<file path="src/rtl/mbl_pkg.sv">
package mbl_pkg;
  localparam int unsigned DATA_W = 12;
  localparam int unsigned N_BANK = 2;
endpackage

</file>
<file path="src/rtl/mbl_latch.sv">
// Transparent latch built as a sampled register plus bypass.
module mbl_latch #(
  parameter int unsigned W = 12
) (
  input  logic         clk_i,
  input  logic         rst_ni,
  input  logic         en_i,
  input  logic [W-1:0] d_i,
  output logic [W-1:0] q_o
);
  logic [W-1:0] hold_q;

  always_ff @(posedge clk_i or negedge rst_ni) begin
    if (!rst_ni)   hold_q <= '0;
    else if (en_i) hold_q <= d_i;
  end

  assign q_o = en_i ? d_i : hold_q;
endmodule

</file>
<file path="src/rtl/mbl_a_mux.sv">
module mbl_a_mux #(
  parameter int unsigned W = 12
) (
  input  logic         sel_b1_i,
  input  logic [W-1:0] from_b1_i,
  input  logic [W-1:0] from_b2_i,
  output logic [W-1:0] a_o
);
  always_comb begin
    if (sel_b1_i) a_o = from_b1_i;
    else          a_o = from_b2_i;
  end
endmodule

</file>
<file path="src/rtl/mux_bus_latch.sv">
module mux_bus_latch #(
  parameter int unsigned W = mbl_pkg::DATA_W
) (
  input  logic         clk_i,
  input  logic         rst_ni,
  input  logic [W-1:0] a_i,
  input  logic [W-1:0] b1_i,
  input  logic [W-1:0] b2_i,
  input  logic         cap_a_b1_i,
  input  logic         cap_a_b2_i,
  input  logic         cap_b1_a_i,
  input  logic         cap_b2_a_i,
  input  logic         sel_b1_i,
  input  logic         oe_a_ni,
  input  logic         oe_b1_ni,
  input  logic         oe_b2_ni,
  output logic [W-1:0] a_o,
  output logic         a_oe_o,
  output logic [W-1:0] b1_o,
  output logic         b1_oe_o,
  output logic [W-1:0] b2_o,
  output logic         b2_oe_o
);
  localparam int unsigned NB = mbl_pkg::N_BANK;

  logic [NB-1:0]        fwd_en, rev_en;
  logic [W-1:0]         rev_d   [NB];
  logic [W-1:0]         fwd_q   [NB];
  logic [W-1:0]         rev_q   [NB];

  assign fwd_en   = {cap_a_b2_i, cap_a_b1_i};
  assign rev_en   = {cap_b2_a_i, cap_b1_a_i};
  assign rev_d[0] = b1_i;
  assign rev_d[1] = b2_i;

  // one forward and one reverse storage element per bank
  for (genvar g = 0; g < NB; g++) begin : g_bank
    mbl_latch #(.W(W)) u_fwd (
      .clk_i (clk_i),
      .rst_ni(rst_ni),
      .en_i  (fwd_en[g]),
      .d_i   (a_i),
      .q_o   (fwd_q[g])
    );
    mbl_latch #(.W(W)) u_rev (
      .clk_i (clk_i),
      .rst_ni(rst_ni),
      .en_i  (rev_en[g]),
      .d_i   (rev_d[g]),
      .q_o   (rev_q[g])
    );
  end

  mbl_a_mux #(.W(W)) u_a_mux (
    .sel_b1_i (sel_b1_i),
    .from_b1_i(rev_q[0]),
    .from_b2_i(rev_q[1]),
    .a_o      (a_o)
  );

  assign b1_o    = fwd_q[0];
  assign b2_o    = fwd_q[1];
  assign a_oe_o  = ~oe_a_ni;
  assign b1_oe_o = ~oe_b1_ni;
  assign b2_oe_o = ~oe_b2_ni;
endmodule

</file>
<file path="config.mk">
export PLATFORM = sky130hd
export DESIGN_NAME = mux_bus_latch
export DESIGN_NICKNAME = d
export VERILOG_FILES = /design/src/rtl/mbl_pkg.sv /design/src/rtl/mbl_latch.sv /design/src/rtl/mbl_a_mux.sv /design/src/rtl/mux_bus_latch.sv
export SDC_FILE = /design/constraint.sdc
export NUM_CORES = 1
export LEC_CHECK = 0
export ABC_AREA = 1
export BUFFER_PORTS_ARGS = -buffer_cell sky130_fd_sc_hd__buf_2
export CORE_MARGIN = 1.5
export CORE_UTILIZATION = 51
export CTS_BUF_LIST = sky130_fd_sc_hd__clkbuf_4 sky130_fd_sc_hd__clkbuf_8
export DETAILED_ROUTE_END_ITERATION = 8
export PLACE_DENSITY_LB_ADDON = 0.2
export SYNTH_ARGS = -nofsm -noshare
export SYNTH_HDL_FRONTEND = slang
export SYNTH_SLANG_ARGS = --single-unit
</file>
<file path="constraint.sdc">
create_clock -name clk_i -period 1 [get_ports clk_i]
set_clock_uncertainty 0.05 [all_clocks]
set_input_delay 0.25 -clock clk_i [delete_from_list [all_inputs] [get_ports clk_i]]
set_output_delay 0.25 -clock clk_i [all_outputs]
set_load 0.05 [all_outputs]
</file>
Yosys cells after proc, flatten, opt, wreduce, memory -nomap -nowiden. Cells that the tools add are included. Widths: inputs -> output; s select.

$add $sub $neg: 0. Multiply operators: 0. Divide/modulo/power cells: 0. $lt $le $gt $ge: 0. Equal/unequal tests: 0. Shifts and indexed selects: 0. Muxes and demuxes: 5. Bitwise logic cells: 3. Reduce and logical (&&, ||, !) cells: 0.

Operators by type and width (number): $mux 12 (5); $not 1->1 (3).

Bits in registers: 48. Bits in latches: 0. Memory bits (writable): 0. Memory bits (read-only): 0. Input bits: 46. Logic and storage cells: 12. Memories kept: 0.

Logic depth before layout (Yosys ltp).
Word-level depth: 2. Mapped depth: 5. Gate-level depth less buffers: 4.

By module. From an unflattened synthesis, not the netlist that was laid out.

Cells, all modules: 246. Area total of the unflattened synthesis: 2000.7 um^2.

By module, submodules not included: mbl_latch (instances 4, cells an instance 51, area an instance 457.9 um^2, sequential area each 300.3 um^2); mbl_a_mux (instances 1, cells an instance 39, area an instance 157.7 um^2, sequential area each 0.0 um^2); mux_bus_latch (instances 1, cells an instance 3, area an instance 11.3 um^2, sequential area each 0.0 um^2).

Worst setup path before layout. OpenSTA, ideal clock, no wires.

Path type: input to output. From: input port cap_a_b2_i. To: output port b2_o[10]. Arrival: 1.542 ns. Slack: -0.842 ns. Cell stages on the path: 2. Path buffers: 1. Cell sequence: buf_2 -> o21ai_0.

Cells in the longest elaborated chain, start to end: 1.

Ends and longest elaborated chain: start, declared (line mux_bus_latch.sv:10) `input logic cap_a_b2_i,`; $mux 12; end, declared (line mux_bus_latch.sv:21) `output logic [W-1:0] b2_o,`.

No other way between the ends.

Final worst setup path.
From: register g_bank[1].u_rev.hold_q[10]. To: output port a_o[10].

Cells in the longest elaborated chain, start to end: 2.

Ends and longest elaborated chain: start, declared (line mbl_latch.sv:11) `logic [W-1:0] hold_q;`; start signal, assigned (line mbl_latch.sv:15) `else if (en_i) hold_q <= d_i;`; $mux 12 (line mbl_latch.sv:18) `assign q_o = en_i ? d_i : hold_q;`; $mux 12 (line mbl_a_mux.sv:10) `if (sel_b1_i) a_o = from_b1_i;`; end, declared (line mux_bus_latch.sv:17) `output logic [W-1:0] a_o,`.

No other way between the ends.

==> out/results.tsv <==
stage	metric	value	unit
setup_path	Setup crit end kind	primary output	
die	Starting Density	52.4	%
clocking	CTS tree	built	
die	core area	4320	um2
setup_path	RR Startpoint	g_bank[1].u_rev.hold_q[9]	
die	Top Ports	85	
power_and_ir_drop	P per Cell Area	1460	nW/um2
setup_path	beginning of the critical path	g_bank[1].u_rev.hold_q[10]	
synth	sequential area share after synthesis	53.0	%
synth	Area contributors post-synth	dfrtp_1 (53%), nand2_1 (14%), inv_1 (13%), and2_1 (6.6%), nand3_1 (5.3%)	
timing	Max Transition Viols Final	0	
routing	ANT nets after route	0	
clocking	clk buf depth	2	
placed_design	Port Buffers	84	
routing	vias per cell	4.94	
setup_path	Startpoint Class	flop	
clocking	Clock Latency Late Sink	0.30	ns
clocking	Worst-path clk slew	0.09	ns
timing	post-route setup slack	-0.443	ns
global_route	All-Layer GR Usage	28.4	%
timing	Tightest Pin Transition	0.326	ns
die	FP Rows	24	
global_route	GR Overflow Total	0	
timing	fmax	693	MHz
setup_path	Setup CP Type	flop to primary output	
timing	Hold WS	0.163	ns
placed_design	dpl hpwl	4060	um
finish	Net count, final	446	
routing	drt drc	0	
power_and_ir_drop	post-layout total power	5.61	mW
min_path	hold path startpoint	a_i[0]	
synth	Yosys top cell by area	dfrtp_1	
timing	fin crit period	1.44	ns
die	die area	4850	um2
synth	Seq cells post-synth	48	
routing	Routed Wire Length	6960	um
synth	post-synth top area share	53.0	%
setup_path	worst path bufs/invs	2	
run_status	failing checks	negative setup slack	
clocking	htree depth	2	
placed_design	Placed Cells incl. Taps	436	
clocking	root buffer cell	clkbuf_8	
power_and_ir_drop	Pleak	2.05	nW
synth	Cells after Synth	292	
setup_path	Worst EP arrival	1.14	ns
timing	Final setup viols	36	
clocking	total CTS buffers	5	
setup_path	CP max-delay cell	dfrtp_1	
setup_path	largest stage delay on the critical path	0.39	ns
routing	initial DRC count	129	
routing	vias post-DR	2237	
min_path	HP Class	input port to flop	
setup_path	Largest delay share family, worst path	flip-flops	
setup_path	CP Max Fanout	2	
timing	RSZ-0062 raised after global routing	yes	
setup_path	CP required	0.70	ns
finish	share of layout cells above drive strength 1	56.4	%
synth	Netlist cell types	10	
timing	setup TNS	-12.34	ns
finish	Layout area overhead	69.9	%
global_route	vias in the first global route	2347	
routing	wire per inst	15.4	um
finish	Finished Layout Cells	453	
setup_path	critical-path cell list	inv_2, nand2_2, nand3_2, nand2_4, buf_8	
synth	Netlist Area Pre-Place	2270	um2
synth	Mean Syn Cell Area	7.76	um2
power_and_ir_drop	Peak supply drop	1.41	mV
routing	Pre-Repair DR Iteration Count	4	
placed_design	Final GP Congestion	0.816	
flow_run	Max-cap violations	0	
finish	ANT cells	0	
global_route	global-route wire length before repair	10700	um
synth	syn_nets	338	
global_route	initial antenna violation count	0	
global_route	largest net degree at the start of global routing	30	
die	Die H	69.7	um
timing	endpoints failing hold	0	
clocking	TritonCTS Sinks	48	
timing	final period utilization	144	%
timing	Max transition margin	78.3	%
synth	YS warnings	0	
die	Chip Width	69.7	um
run_status	outcome	complete, but fails checks	
==> metrics by stage <==
| stage | worst slack, ns | instance area, um2 | util [%] |
|---|---|---|---|
| finish | -0.443 | 3850 | 89.1 |
| global route | -0.482 | 3850 | 89.1 |
| CTS | -0.399 | 3790 | 87.7 |
| detailed placement | -0.372 | 3240 | 75.0 |
| global placement | -0.354 | 3240 | 75.0 |
| floorplan | -0.0719 | 2660 | - |
==> registers in the layout, indices dropped and copies added, names as in the netlist <==
register             cells
g_bank.u_rev.hold_q     24
g_bank.u_fwd.hold_q     24
==> where the power goes <==
part	internal [mW]	leakage, nW	total (mW)	switching, mW
clock network	0.740	0.0541	1.40	0.665
logic	0.777	1.44	2.02	1.24
registers	2.11	0.558	2.18	0.0731
==> per-layer routing <==
metal  part of all wire (%)  global-route usage (%)
met1                     36                    33.6
met2                     55                    51.1
met3                    5.5                    6.25
met4                    3.4                    9.40
met5                      0                       0
==> worst min-delay path: stages <==
cell	delay, ns
buf_2	0.09
nand2_1	0.07
o21ai_4	0.07
==> cells by family after synthesis <==
logic type             after synthesis  synth area share, %
AOI/OAI and AO/OA                   24                 5.30
and+or+nand+nor                    132                 25.8
DFF                                 48                 53.0
buffers and inverters               88                 15.9
==> cell usage after synthesis, drive strengths merged <==
cell type,number
nand2,84
buf,10
and2,24
dfrtp,48
inv,78
nand3,24
o21ai,24
==> cell usage in the layout, fill, tap and decap left out, types with 5 or more instances in the layout <==
master     n
nand2_1   58
dfrtp_1   48
buf_2     48
inv_1     44
inv_2     34
and2_1    24
nand3_2   24
o21ai_4   24
buf_6     22
buf_4     21
nand2_2   15
buf_8     14
nand2_4   11
clkbuf_8   5
buf_12     5
==> cell type report <==
cell class / instances / area (um2)
sequential: 48 / 1200
multi-input combinational: 156 / 1220
fill: 196 / 472
clock inverter: 3 / 42.5
tap: 52 / 65.1
clock buffer: 5 / 68.8
timing repair buffer: 111 / 966
inverter: 78 / 293
==> final timing paths <==
check | end | slack [ns] | depth (start not counted)
setup / recovery | a_o[10] | -0.44 | 5
hold / removal | g_bank[0].u_fwd.hold_q[0] | 0.16 | 3
setup reg to reg | g_bank[1].u_rev.hold_q[9] | 0.06 | 4
hold reg to reg | g_bank[0].u_fwd.hold_q[0] | 0.47 | 2
max in group asynchronous | g_bank[0].u_rev.hold_q[5] | 0.17 | 3
min in group asynchronous | g_bank[1].u_rev.hold_q[4] | 0.28 | 2
==> repair_timing <==
action	CTS	global route
hold buffers	1	0
resized for setup	129	26
buffers inserted	7	1
setup endpoints to repair	36	36
endpoints found under the hold margin	8	0
pin swaps	22	8
Note: power is estimated with default switching activity, not from simulation.
